**config.mk**
```make
export PLATFORM = sky130hd
export DESIGN_NAME = fp32_sr_narrow
export DESIGN_NICKNAME = d
export VERILOG_FILES = /design/src/rtl/sr_pkg.sv /design/src/rtl/sr_lfsr_step.sv /design/src/rtl/sr_draw_compare.sv /design/src/rtl/sr_rebias.sv /design/src/rtl/sr_pack_result.sv /design/src/rtl/fp32_sr_narrow.sv
export SDC_FILE = /design/constraint.sdc
export NUM_CORES = 1
export LEC_CHECK = 0
export ABC_CLOCK_PERIOD_IN_PS = 16600
export BUFFER_PORTS_ARGS = -buffer_cell sky130_fd_sc_hd__buf_2
export CORE_MARGIN = 5
export CORE_UTILIZATION = 65
export CTS_CLUSTER_SIZE = 8
export DETAILED_ROUTE_END_ITERATION = 6
export PLACE_DENSITY = 0.91
export SLEW_MARGIN = 20
export SYNTH_ARGS = -nofsm -noshare
export SYNTH_HDL_FRONTEND = slang
export SYNTH_SLANG_ARGS = --single-unit
```
**constraint.sdc**
```tcl
create_clock -name clk -period 16.6 [get_ports clk]
set_input_delay 2.49 -clock clk [delete_from_list [all_inputs] [get_ports clk]]
set_output_delay 2.49 -clock clk [all_outputs]
set_load 0.005 [all_outputs]
```
**src/rtl/sr_pkg.sv**
```systemverilog
package sr_pkg;

    localparam int SRC_EXP_W = 8;
    localparam int SRC_MAN_W = 23;
    localparam int SRC_BIAS  = 127;
    localparam int DRAW_W    = 32;
    localparam int FB_POS    = 15;

    typedef struct packed {
        logic                 sign;
        logic [SRC_EXP_W-1:0] exp;
        logic [SRC_MAN_W-1:0] man;
    } fp32_t;

    typedef enum logic [1:0] {
        K_ZERO = 2'd0,
        K_NUM  = 2'd1,
        K_INF  = 2'd2,
        K_NAN  = 2'd3
    } kind_e;

    function automatic kind_e classify(input fp32_t v);
        if (v.exp == '1)
            return (v.man == '0) ? K_INF : K_NAN;
        else if (v.exp == '0 && v.man == '0)
            return K_ZERO;
        else
            return K_NUM;
    endfunction

endpackage

```
**src/rtl/sr_lfsr_step.sv**
```systemverilog
module sr_lfsr_step #(
    parameter int W = sr_pkg::DRAW_W
) (
    input  logic [W-1:0] seed,
    output logic [W-1:0] draw
);
    localparam int FBP = sr_pkg::FB_POS;

    logic fb;

    always_comb begin
        fb   = seed[0] ^ seed[1] ^ seed[3] ^ seed[12];
        draw = seed >> 1;
        draw[FBP] = draw[FBP] | fb;
    end

endmodule

```
**src/rtl/sr_draw_compare.sv**
```systemverilog
module sr_draw_compare #(
    parameter int DISC_W = 13,
    parameter int MAN_W  = sr_pkg::SRC_MAN_W,
    parameter int DRAW_W = sr_pkg::DRAW_W
) (
    input  logic [DISC_W-1:0] disc,
    input  logic [DRAW_W-1:0] draw,
    output logic              round_up
);
    localparam int PW = DRAW_W + MAN_W + 1;
    localparam logic [PW-1:0] DRAW_MAX = PW'({DRAW_W{1'b1}});
    localparam logic [PW-1:0] MAN_MAX  = PW'({MAN_W{1'b1}});

    logic [PW-1:0] lhs;
    logic [PW-1:0] rhs;

    always_comb begin
        lhs      = PW'(disc) * DRAW_MAX;
        rhs      = PW'(draw) * MAN_MAX;
        round_up = (lhs >= rhs);
    end

    always_comb begin
        if (draw == '0)
            AST_ZERO_DRAW_ROUNDS: assert (round_up);
    end

endmodule

```
**src/rtl/sr_rebias.sv**
```systemverilog
module sr_rebias
    import sr_pkg::*;
#(
    parameter int DE = 5,
    parameter int DM = 10
) (
    input  fp32_t           src,
    output kind_e           kind,
    output logic            sat,
    output logic [DE-1:0]   t_exp,
    output logic [DM-1:0]   t_man,
    output logic [SRC_MAN_W-DM-1:0] disc
);
    localparam int DROP      = SRC_MAN_W - DM;
    localparam int DST_BIAS  = (2 ** (DE - 1)) - 1;
    localparam int EXP_ONES  = (2 ** DE) - 1;

    logic [SRC_MAN_W:0] full;
    logic [DM:0]        sig;
    logic [DM:0]        shifted;
    int                 e_i;
    int                 sh_i;

    always_comb begin
        kind    = classify(src);
        full    = {(src.exp != '0), src.man};
        sig     = full[SRC_MAN_W:DROP];
        disc    = src.man[DROP-1:0];
        e_i     = int'(src.exp) - SRC_BIAS + DST_BIAS;
        sh_i    = 1 - e_i;
        sat     = 1'b0;
        t_exp   = '0;
        t_man   = '0;
        shifted = '0;
        if (e_i >= EXP_ONES) begin
            sat = 1'b1;
        end else if (e_i >= 1) begin
            t_exp = DE'(e_i);
            t_man = sig[DM-1:0];
        end else if (sh_i <= DM) begin
            shifted = sig >> sh_i;
            t_man   = shifted[DM-1:0];
        end
    end

endmodule

```
**src/rtl/sr_pack_result.sv**
```systemverilog
module sr_pack_result
    import sr_pkg::*;
#(
    parameter int DE = 5,
    parameter int DM = 10
) (
    input  kind_e           kind,
    input  logic            sign,
    input  logic            sat,
    input  logic [DE-1:0]   t_exp,
    input  logic [DM-1:0]   t_man,
    input  logic            round_up,
    output logic [DE+DM:0]  word
);
    logic [DE-1:0] r_exp;
    logic [DM-1:0] r_man;

    always_comb begin
        r_exp = t_exp;
        r_man = t_man;
        if (round_up) begin
            if (t_man == '1) begin
                r_man = '0;
                if (t_exp != '1)
                    r_exp = t_exp + 1'b1;
            end else begin
                r_man = t_man + 1'b1;
            end
        end
        unique case (kind)
            K_NAN:  word = {sign, {DE{1'b1}}, 1'b1, {(DM-1){1'b0}}};
            K_INF:  word = {sign, {DE{1'b1}}, {DM{1'b0}}};
            K_ZERO: word = {sign, {(DE+DM){1'b0}}};
            default: begin
                if (sat)
                    word = {sign, {DE{1'b1}}, {DM{1'b0}}};
                else
                    word = {sign, r_exp, r_man};
            end
        endcase
    end

endmodule

```
**src/rtl/fp32_sr_narrow.sv**
```systemverilog
module fp32_sr_narrow
    import sr_pkg::*;
#(
    parameter int DST_EXP_W = 5,
    parameter int DST_MAN_W = 10
) (
    input  logic                         clk,
    input  logic                         rst,
    input  logic                         in_valid,
    input  logic [31:0]                  in_word,
    input  logic [31:0]                  in_seed,
    output logic                         out_valid,
    output logic [DST_EXP_W+DST_MAN_W:0] out_word
);
    localparam int DW   = DST_EXP_W + DST_MAN_W + 1;
    localparam int DROP = SRC_MAN_W - DST_MAN_W;

    fp32_t                 src;
    kind_e                 kind;
    logic                  sat;
    logic [DST_EXP_W-1:0]  t_exp;
    logic [DST_MAN_W-1:0]  t_man;
    logic [DROP-1:0]       disc;
    logic [DRAW_W-1:0]     draw;
    logic                  bump;
    logic                  round_up;
    logic [DW-1:0]         word_d;

    assign src = fp32_t'(in_word);

    sr_lfsr_step #(.W(DRAW_W)) u_draw (
        .seed (in_seed),
        .draw (draw)
    );

    sr_rebias #(.DE(DST_EXP_W), .DM(DST_MAN_W)) u_rebias (
        .src   (src),
        .kind  (kind),
        .sat   (sat),
        .t_exp (t_exp),
        .t_man (t_man),
        .disc  (disc)
    );

    sr_draw_compare #(.DISC_W(DROP), .MAN_W(SRC_MAN_W), .DRAW_W(DRAW_W)) u_cmp (
        .disc     (disc),
        .draw     (draw),
        .round_up (bump)
    );

    assign round_up = bump && (kind == K_NUM) && !sat;

    sr_pack_result #(.DE(DST_EXP_W), .DM(DST_MAN_W)) u_pack (
        .kind     (kind),
        .sign     (src.sign),
        .sat      (sat),
        .t_exp    (t_exp),
        .t_man    (t_man),
        .round_up (round_up),
        .word     (word_d)
    );

    always_ff @(posedge clk) begin
        if (rst) begin
            out_valid <= 1'b0;
            out_word  <= '0;
        end else begin
            out_valid <= in_valid;
            if (in_valid)
                out_word <= word_d;
        end
    end

    AST_OUT_PIPE: assert property (@(posedge clk) disable iff (rst)
        in_valid |=> out_valid);

    AST_IDLE_HOLD: assert property (@(posedge clk) disable iff (rst)
        !in_valid |=> (!out_valid && $stable(out_word)));

    AST_SIGN_KEPT: assert property (@(posedge clk) disable iff (rst)
        in_valid |=> (out_word[DW-1] == $past(in_word[31])));

    AST_INF_CLEAN: assert property (@(posedge clk) disable iff (rst)
        (in_valid && in_word[30:0] == 31'h7F80_0000)
        |=> (out_word[DW-2:0] == {{DST_EXP_W{1'b1}}, {DST_MAN_W{1'b0}}}));

endmodule

```
==> summary by stage, run 1 <==
Status
The flow ran to the end, but the final reports show violations. The final reports fail on design-rule violations.

Timing
For the final database, setup skew stands at 0 ns. The time the final worst path needs with I/O delays and setup is 12.48 ns. The worst slew slack as a fraction of its limit is 0.4422. Setup repair after global routing left no endpoint under its margin. The fmax is 80.12 MHz. Setup violations remaining at the end of the flow were counted as 0. Dividing the final minimum period by the clock period gives 0.7519.

The setup TNS after final layout is 0 ns. For the pin with the worst max-slew slack, the measured transition is 0.8308 ns. The number of max-slew violations in the final report is 0. The final hold violation count came to 0.

Layout
Leaving out fill and tap cells, the most frequent cell in the layout is inv_1. In the final layout, the share of cells above drive strength 1 is 0.05448. The count of filler cells inserted in the layout is 2,482.

The final instance area is 0.02197 sq mm. The final layout contains 3,137 nets. The antenna cell count is 0. In the layout the commonest cells are inv_1 (592), fa_1 (439), ha_1 (299), a21oi_1 (87), nor2_1 (85).

Compared with the post-synthesis result, the final layout area differs by 4.306%.

Route
The total detailed-routing wirelength is 53,040 um. After detailed routing, the wire length on met1 is 20,670 um. For this block, the via count after detailed routing is 16,605. In the routed design, unresolved DRC markers number 1.

After the first detailed-routing iteration, the DRC count stood at 1,232. The routed design uses 3737 um of met3 wire. Dividing the detail-routed via count by the number of cells gives 5.988.

The wire length per cell is 19.13 um. Once detail routing completed, the nets flagged for antenna violations numbered 0. After detailed routing, the met2 layer carries 26,340 um of wire. Routed signal wires occupy layers up through met5. The number of iterations in the first detailed-routing pass is 7.

Global routing
Entering global routing, the biggest net connects 31 pins. The number of antenna violations at the first check in global routing came to 1. Summed over all layers, the global routing overflow is 0. The first global-routing pass estimated 88,710 um of wire. The number of global-route vias before repair is 17,823. Across every metal layer, demand over resource in global routing totals 0.3037.

Logic synthesis
The most instantiated flip-flop cell in the synthesis netlist is dfxtp_1. The post-synthesis area per instance is 9.244 sq um. The number of nets handed over by synthesis was 3,084.

The cell count after synthesis is 2,279. The warning count from the yosys run is 0. For this run, asynchronously set or reset flops after synthesis account for 0.

The share of the Yosys chip area taken by registers is 0.01615. Summing every instance area after synthesis gives 0.02107 sq mm. In this run, synthesis inferred 0 flip-flops with an integrated enable.

After synthesis the netlist holds a flip-flop and latch count of 17. The number of distinct standard cells referenced by the synthesized netlist is 93.

Setup path
The critical path in this run is classified as input pin to flop. The worst-case reg-to-reg path depth is 3. The startpoint identified for the worst register-to-register timing path is out_word[9]. The capturing point of the worst reg2reg path is out_word[9]. The required time at the worst-slack endpoint is 16.75 ns. The type of origin of the critical path is an input pin. The slowest stage of the critical path belongs to the cell fa_1. The slack of the worst reg-to-reg path is 15.66 ns.

The largest single stage delay on the critical path is 0.54 ns. The maximum fanout count along the critical path is 9. The endpoint type of the worst setup path is a flop.

The worst setup path endpoint is out_word[8]. For the worst setup path, the data arrival time is 12.63 ns. The launching instance or port of the critical path is in_seed[1].

Floorplan
The die outline height is 190.0 um. The die covers 0.03611 sq mm. 84 I/O pins were placed.

The site row count is 66. The total area inside the core boundary comes to 0.03229 sq mm. The floorplan step set the die width to 190.0 um.

For this configuration, the core starts out at a cell density of 0.6524.

Clock network
Post-CTS timing repair inserted 0 buffers for setup. The clock tree from TritonCTS is yes. Clock tree synthesis inserted a total of 3 buffers.

The clock-pin slew of the registers on the worst-case setup and hold paths is 0.05 ns. The maximum buffer depth of the clock tree is 2. The CTS root buffer is clkbuf_16. The tree built by TritonCTS fans out to 17 sinks. The number of hold buffers added after CTS was 0. For the worst-skew pair, the clock arrives at the later sink with an insertion delay of 0.25 ns. Once the clock tree was built, the resizer swapped 0 gates to a different size. CTS built an H-tree with a depth of 1.

Flow run
The tool flagged a number of max-cap violations equal to 0.

Min path
The worst hold path passes through 2 cells. The min-delay analysis places its worst path in the category flop to flop.

Placement
Input and output buffers added on the ports amount to 83. At the end of routability-driven placement, the weighted congestion stood at 1.023. The detailed placer's ending HPWL is 47,880 um. The post-detailed-placement cell area is 0.02189 sq mm.
-- flip-flops by register name, indices dropped and copies added, names as in the netlist --
name,count
out_valid,1
out_word,16
-- worst max-delay path: cells and delay by family --
family / cells / cell delay, ns
and+or+nand+nor: 13 / 2.68
muxes: 1 / 0.24
buffers and inverters: 8 / 0.82
AOI/OAI and AO/OA: 9 / 1.74
adders and majority gates: 9 / 4.11
xor gates and xnor gates: 3 / 0.55
-- layer usage --
layer,vias up,GRT usage
met5,-,0
met4,2,0.1016
met3,157,0.04220
met2,761,0.5257
met1,8230,0.3959
li1,7455,-
-- kinds of logic (layout without fill, tap and decap cells) --
kind of cell             Yosys count  in the layout  share of synthesized area
adder cells (fa/ha/maj)          738            738                     0.5948
buffers and inverters            629            681                     0.1129
AND/OR/NAND/NOR                  422            422                     0.1085
AO/OA/AOI/OAI                    362            362                     0.1156
XOR/XNOR                          88             88                    0.03659
multiplexers                      23             23                    0.01544
flip-flops                        17             17                    0.01616
-- layout make-up --
cell class | count | area (sq um) | area share
Clock buffer | 3 | 75.07 | 0.003416
Clock inverter | 1 | 5.005 | 0.0002278
Inverter | 592 | 2222 | 0.1011
Multi-Input combinational cell | 1633 | 18350 | 0.8350
Sequential cell | 17 | 340.3 | 0.01549
Tap cell | 442 | 553.0 | 0.02517
Timing Repair Buffer | 85 | 430.4 | 0.01959
-- worst min-delay path by stage --
stage | startpoint | end | slack, ns
5_1_grt | out_word[6] | out_word[6] | 0.46
2_1_floorplan | out_word[4] | out_word[4] | 0.43
6_report | out_word[8] | out_word[8] | 0.44
3_5_place_dp | out_word[6] | out_word[6] | 0.43
3_3_place_gp | out_word[4] | out_word[4] | 0.42
4_1_cts | out_word[6] | out_word[6] | 0.44
-- cells in the mapped netlist (all sizes together) (12+ instances only) --
master  count  area share
ha        299        0.18
dfxtp      17       0.016
o21a       13      0.0046
nand2b     24      0.0071
inv       592        0.11
a21o       44       0.016
xor2       41       0.017
nor2       86       0.015
o211ai     14      0.0052
fa        439        0.42
nand2      83       0.015
or3        12      0.0036
a31oi      15      0.0045
a21oi      88       0.021
a21boi     12      0.0045
clkbuf     22      0.0039
buf        15      0.0035
nand4      27      0.0080
a211oi     14      0.0050
o21ai      84       0.020
and2       12      0.0036
xnor2      47       0.020
and3       21      0.0062
nor2b      22      0.0065
nor3       34      0.0083
nor4       19      0.0077
nand3      34      0.0081
-- metrics by stage --
| step | instances | setup WS (ns) | hold slack (ns) | util |
|---|---|---|---|---|
| 2_1_floorplan | 2279 | 5.217 | 0.4345 | - |
| 3_3_place_gp | 2769 | 4.277 | 0.4226 | 0.6781 |
| 3_5_place_dp | 2769 | 4.027 | 0.4316 | 0.6781 |
| 4_1_cts | 2773 | 4.246 | 0.4439 | 0.6805 |
| 5_1_grt | 2773 | 3.532 | 0.4630 | 0.6805 |
| 6_report | 2773 | 4.118 | 0.4371 | 0.6805 |
Power of run 1 is not shown: default switching activity piles up to over one toggle a cycle in this logic, so the estimate is an artifact.
==> run 2, diff against run 1 <==
Settings changed: ABC_CLOCK_PERIOD_IN_PS 16600 to 12300.
Clock period 16.6 ns to 12.3 ns, I/O delays scaled along.
==> summary by stage, run 2 (synthesis gave the netlist of run 1 again) <==
Status
Status: completed (was finished, violations left).

Route
The total number of vias came to 16,417 (was 16,605). The count of unresolved DRC violations after routing was 0 (was 1). The via density per instance came to 5.912 (was 5.988).

The total detailed-routing wirelength is 52,790 um (was 53,040 um). The violation count after the first detailed-routing iteration is 1,020 (was 1,232). The wire length per cell was 19.01 um (was 19.13 um). The number of iterations in the first detailed-routing pass is 5 (was 7). The number of routed nets with antenna violations was 0 (unchanged).

Floorplan
The site row count is 66 (unchanged). The die outline height was 190.0 um (unchanged). The chip width is 190.0 um (unchanged). The initial cell density of the core is 0.6524 (unchanged). The die area is 0.03611 sq mm (unchanged). The core area is 0.03229 sq mm (unchanged). The number of I/O pins is 84 (unchanged).

Min path
The endpoint of the worst hold-timing path was out_word[6] (was out_word[8]). The launch instance of the worst min-delay path is out_word[6] (was out_word[8]). The cell depth of the worst hold path is 2 (unchanged). The kind of path behind the tightest hold check is flop to flop (unchanged).

Layout
The flip-flop count of the largest register, all copies and words added came to 16 (unchanged). The antenna cell count is 0 (unchanged). The area used by multi-input combinational logic was 0.01836 sq mm (was 0.01835 sq mm).

The fraction of layout instances using a drive strength above 1 was 0.05696 (was 0.05448). Commonest cells after routing, fill and taps aside: inv_1 (592), fa_1 (439), ha_1 (299), a21oi_1 (87), nor2_1 (85) (unchanged). The final net count is 3,141 (was 3,137). The top register by number of flip-flops is out_word (unchanged). The storage element area was 340.3 sq um (unchanged). The most frequent standard cell in the layout excluding fill and tap cells is inv_1 (unchanged). The growth of design area from synthesis to finish came to 4.508% (was 4.306%).

Registers with the most flip-flops: out_word: 16 flops, out_valid: 1 flops (unchanged). The count of filler cells inserted in the layout was 2,518 (was 2,482).

Setup path
The path type of the worst setup path is input pin to flop (unchanged). The slack of the worst reg-to-reg path is 11.37 ns (was 15.66 ns). The required time at the worst-slack endpoint is 12.45 ns (was 16.75 ns).

The highest cell delay on the worst timing path is 0.57 ns (was 0.54 ns). The type of origin of the critical path is an input pin (unchanged). The path length in cells of the critical path came to 41 (was 43). The startpoint of the lowest-slack register-to-register path was out_word[9] (unchanged). The total buffers and inverters traversed by the critical path was 6 (was 8). The worst-case reg-to-reg path depth is 3 (unchanged). Among the stages of the critical path, the cell type that occurs most often is fa_1. The cell with the biggest individual delay on the critical path is fa_1 (unchanged). The maximum fanout count along the critical path is 9 (unchanged).

The critical path's top delay family is adder cells (unchanged). The capturing point of the worst reg2reg path is out_word[9] (unchanged). The endpoint type of the worst setup path is a flop (unchanged). The arrival time at the worst endpoint is 11.79 ns (was 12.63 ns).

Placement
The post-placement worst setup slack is 0.4023 ns (was 4.027 ns). The detailed placer's ending HPWL came to 47,830 um (was 47,880 um). The quantity of I/O buffers inserted on ports is 83 (unchanged). The routability-driven placement congestion ratio is 0.9872 (was 1.023).

Global routing
The number of global-route vias before repair is 17,600 (was 17,823). The global-route congestion overflow total was 0 (unchanged). The number of antenna violations at the first check in global routing was 0 (was 1). The total routing resource utilization after global routing is 0.3051 (was 0.3037). The wire length of the first global-routing pass came to 88,890 um (was 88,710 um). The largest net degree at the start of global routing was 31 (unchanged).

Timing
The number of max-slew violations in the final report is 0 (unchanged). The transition at the pin with the smallest max-transition slack was 0.8140 ns (was 0.8308 ns). The final critical-path setup slack was 0.6605 ns (was 4.118 ns).

The setup TNS after final layout was 0 ns (unchanged). Static timing analysis puts the maximum clock frequency at 85.91 MHz. The final number of setup-violating endpoints is 0 (unchanged).

The final hold violation count was 0 (unchanged). The worst-case hold slack was 0.4455 ns (was 0.4371 ns). The time the final worst path needs with I/O delays and setup is 11.64 ns. The worst slew slack as a fraction of its limit came to 0.4534 (was 0.4422).

In the finished design, the share of the clock period the worst path needs comes to 0.9463. The final setup skew is 0 ns (unchanged).

Clock network
The number of clock buffers inserted by TritonCTS is 3 (unchanged). The number of clock sinks is 17 (unchanged). The H-tree depth came to 1 (unchanged). The hold buffer count at CTS was 0 (unchanged). The clock tree from TritonCTS is yes (unchanged). The CTS root buffer was clkbuf_16 (unchanged). The clock-pin slew of the registers on the worst-case setup and hold paths is 0.05 ns (about the same). The maximum buffer depth of the clock tree was 2 (unchanged). The clock network latency to the later pin of the worst-skew pair is 0.26 ns (was 0.25 ns).

Flow run
The number of violations of the max-capacitance limit was 0 (unchanged).
-- run 2: changes by cell type in the layout (fill, tap and decap cells not counted) --
cell,delta
clkbuf_1,+1
clkinv_2,-1
nor4b_1,-1
buf_4,+4
nor4_2,+1
and3_2,+1
nor4_1,-1
nor4b_2,+1
and3_1,-1
-- run 2: through the flow --
| step | instances | instance area [sq um] | util |
|---|---|---|---|
| final | 2777 | 22020 | 0.6819 |
| after global routing | 2777 | 22020 | 0.6819 |
| after CTS | 2773 | 21970 | 0.6805 |
| after detailed placement | 2769 | 21890 | 0.6781 |
| after global placement | 2769 | 21890 | 0.6781 |
| after floorplan | 2279 | 21070 | - |
-- run 2: final cells by class --
class / instances / area share
multi-input combinational: 1633 / 0.8340
inverter: 592 / 0.1009
tap: 442 / 0.02512
timing repair buffer: 89 / 0.02091
sequential: 17 / 0.01546
clock buffer: 4 / 0.003580
-- run 2: worst max path at each step --
stage | endpoint | start | slack (ns)
floorplan | out_word[14] | in_seed[1] | 1.56
global placement | out_word[8] | in_seed[1] | 0.59
detailed placement | out_word[8] | in_seed[1] | 0.40
CTS | out_word[8] | in_seed[1] | 0.56
global route | out_word[8] | in_seed[1] | -0.08
finish | out_word[8] | in_seed[1] | 0.66
-- run 2: timing repair --
item,CTS,global route
endpoints found under the hold margin,0,0
gates resized for setup,0,3
setup buffers,0,4
setup endpoints to repair,0,14
-- run 2: worst register-to-register path, cell delays in order (launching register included) --
cell and delay [ns]:
dfxtp_1 0.33, nand2_1 0.06, a21oi_1 0.06, or3_1 0.36
-- run 2: per-layer routing --
layer	wire length, um	vias to the layer above	global-route usage
met5	0	-	0
met4	1519	0	0.07513
met3	3137	93	0.03101
met2	26610	591	0.5335
met1	21510	8257	0.4125
li1	-	7476	-
Power of run 2 is left out for the same reason.
==> run 3, diff against run 2 <==
Settings changed: CORE_MARGIN 5 to 8.
==> summary by stage, run 3 (synthesis gave the netlist of run 1 again) <==
Setup path
The highest cell delay on the worst timing path is 0.54 ns (was 0.57 ns). The path type of the worst setup path is input pin to flop (unchanged). The startpoint of the lowest-slack register-to-register path is out_word[9] (unchanged).

The capturing point of the worst reg2reg path is out_word[9] (unchanged). The worst-case reg-to-reg path depth came to 3 (unchanged). The endpoint type of the worst setup path is a flop (unchanged). The type of origin of the critical path was an input pin (unchanged). The maximum fanout count along the critical path is 9 (unchanged).

The slack of the worst reg-to-reg path was 11.37 ns (about the same). The cell with the biggest individual delay on the critical path is fa_1 (unchanged). The required time at the worst-slack endpoint is 12.43 ns (was 12.45 ns).

The most frequent cell on the critical path is fa_1 (unchanged). The arrival time at the worst endpoint is 11.90 ns (was 11.79 ns).

Layout
The top register by number of flip-flops is out_word (unchanged). Registers with the most flip-flops: out_word: 16 flops, out_valid: 1 flops (unchanged). The flip-flop count of the largest register, all copies and words added was 16 (unchanged). The storage element area is 340.3 sq um (unchanged). The final instance area is 0.02198 sq mm (was 0.02202 sq mm).

The area used by multi-input combinational logic is 0.01838 sq mm (was 0.01836 sq mm). The antenna cell count was 0 (unchanged). The final net count was 3,140 (was 3,141). The non-filler instance count after layout is 2,742 (was 2,777).

Commonest cells after routing, fill and taps aside: inv_1 (592), fa_1 (439), ha_1 (299), a21oi_1 (86), nor2_1 (85) (was inv_1 (592), fa_1 (439), ha_1 (299), a21oi_1 (87), nor2_1 (85)). The count of filler cells inserted in the layout is 2,452 (was 2,518). The most frequent standard cell in the layout excluding fill and tap cells is inv_1 (unchanged). The growth of design area from synthesis to finish is 4.359% (was 4.508%). The fraction of layout instances using a drive strength above 1 is 0.05870 (was 0.05696).

Timing
The final setup skew is 0 ns (unchanged). The time the final worst path needs with I/O delays and setup is 11.77 ns (was 11.64 ns). The setup TNS after final layout came to 0 ns (unchanged). The final hold violation count is 0 (unchanged).

The worst slew slack as a fraction of its limit was 0.4346 (was 0.4534). The share of the cycle needed by the critical path after routing is 0.9568 (was 0.9463). The transition at the pin with the smallest max-transition slack came to 0.8421 ns (was 0.8140 ns). The number of max-slew violations in the final report was 0 (unchanged).

The final number of setup-violating endpoints is 0 (unchanged). The fmax is 84.97 MHz (was 85.91 MHz). The final critical-path setup slack came to 0.5315 ns (was 0.6605 ns).

Clock network
The maximum buffer depth of the clock tree is 2 (unchanged). The clock network latency to the later pin of the worst-skew pair is 0.25 ns (was 0.26 ns). The number of clock sinks was 17 (unchanged).

The CTS root buffer is clkbuf_16 (unchanged). The H-tree depth came to 1 (unchanged). The hold buffer count at CTS is 0 (unchanged).

The number of clock buffers inserted by TritonCTS is 3 (unchanged). The clock-pin slew of the registers on the worst-case setup and hold paths was 0.05 ns (about the same). The clock tree from TritonCTS is yes (unchanged).

Floorplan
The site row count is 66 (unchanged). The core area came to 0.03221 sq mm (was 0.03229 sq mm). The initial cell density of the core was 0.6541 (was 0.6524).

The chip width was 196.0 um (was 190.0 um). The die area came to 0.03843 sq mm (was 0.03611 sq mm). The die outline height is 196.0 um (was 190.0 um). The number of I/O pins is 84 (unchanged).

Global routing
The wire length of the first global-routing pass is 88,420 um (was 88,890 um). The number of antenna violations at the first check in global routing is 0 (unchanged). The largest net degree at the start of global routing is 31 (unchanged). The total routing resource utilization after global routing is 0.2828 (was 0.3051). The number of global-route vias before repair came to 17,753 (was 17,600). The global-route congestion overflow total is 0 (unchanged).

Min path
The launch instance of the worst min-delay path was out_word[4] (was out_word[6]). The kind of path behind the tightest hold check is flop to flop (unchanged). The cell depth of the worst hold path is 2 (unchanged). The endpoint of the worst hold-timing path is out_word[4] (was out_word[6]).

Placement
The routability-driven placement congestion ratio was 1.010 (was 0.9872). The post-detailed-placement cell area was 0.02185 sq mm (was 0.02189 sq mm). The placed instance count is 2,735 (was 2,769). The post-placement worst setup slack is 0.01356 ns (was 0.4023 ns). The quantity of I/O buffers inserted on ports came to 83 (unchanged). The detailed placer's ending HPWL is 47,430 um (was 47,830 um).

Route
The total detailed-routing wirelength is 52,290 um (was 52,790 um). The count of unresolved DRC violations after routing was 0 (unchanged). The total number of vias is 16,374 (was 16,417).

The wire length per cell is 19.07 um (was 19.01 um). The number of iterations in the first detailed-routing pass is 6 (was 5). The violation count after the first detailed-routing iteration is 1,245 (was 1,020). The number of routed nets with antenna violations is 0 (unchanged). The via density per instance is 5.972 (was 5.912).

Status
Status: completed (unchanged).

Flow run
The number of violations of the max-capacitance limit was 0 (unchanged).
[run 3: changes by cell type in the layout (fill, tap and decap cells not counted)]
| cell | change |
|---|---|
| o21ai_2 | +1 |
| o31ai_1 | -1 |
| a21oi_1 | -1 |
| clkbuf_1 | -1 |
| o21ai_1 | -1 |
| buf_4 | -1 |
| a21oi_2 | +1 |
| a211oi_1 | -1 |
| o31ai_2 | +1 |
| clkinv_2 | +1 |
| a211oi_2 | +1 |
[run 3: critical path: cells and delay by family]
kind / cells / cell delay, ns
simple gates: 15 / 2.52
compound gates: 10 / 1.94
fa+ha+maj: 9 / 4.19
buf+inv: 5 / 0.81
xor+xnor: 3 / 0.60
[run 3: repair_timing]
item                       in CTS  in global routing
setup buffers                   0                  3
resized for setup               0                  7
setup endpoints to repair       0                 15
[run 3: layer usage]
metal / vias to the layer above / global-route usage / wire (um)
met5: - / 0 / 0
met4: 0 / 0.08226 / 1695
met1: 8177 / 0.3637 / 20870
li1: 7456 / - / -
met3: 111 / 0.04061 / 3251
met2: 630 / 0.4920 / 26480
[run 3: how the worst max path moves through the flow]
stage               start  cells past startpoint  slack [ns]            to
3_5_place_dp   in_seed[1]                     43        0.01   out_word[8]
3_3_place_gp   in_seed[1]                     43        0.54   out_word[8]
6_report       in_seed[1]                     42        0.53   out_word[9]
5_1_grt        in_seed[1]                     44      -0.008   out_word[8]
2_1_floorplan  in_seed[1]                     43        1.56  out_word[14]
4_1_cts        in_seed[1]                     43        0.20   out_word[8]
[run 3: through the flow]
stage                     hold slack, ns    util
final                             0.4664  0.6826
after global routing              0.4857  0.6826
after CTS                         0.4639  0.6810
after detailed placement          0.4536  0.6785
after global placement            0.4415  0.6785
after floorplan                   0.4345       -
[run 3: cell type report]
class / instances / area share
Timing Repair Buffer: 88 / 0.02060
Multi-Input combinational cell: 1633 / 0.8360
Clock inverter: 1 / 0.0002276
Sequential cell: 17 / 0.01548
Tap cell: 408 / 0.02322
Clock buffer: 3 / 0.003415
Inverter: 592 / 0.1011
Power of run 3 is left out for the same reason.
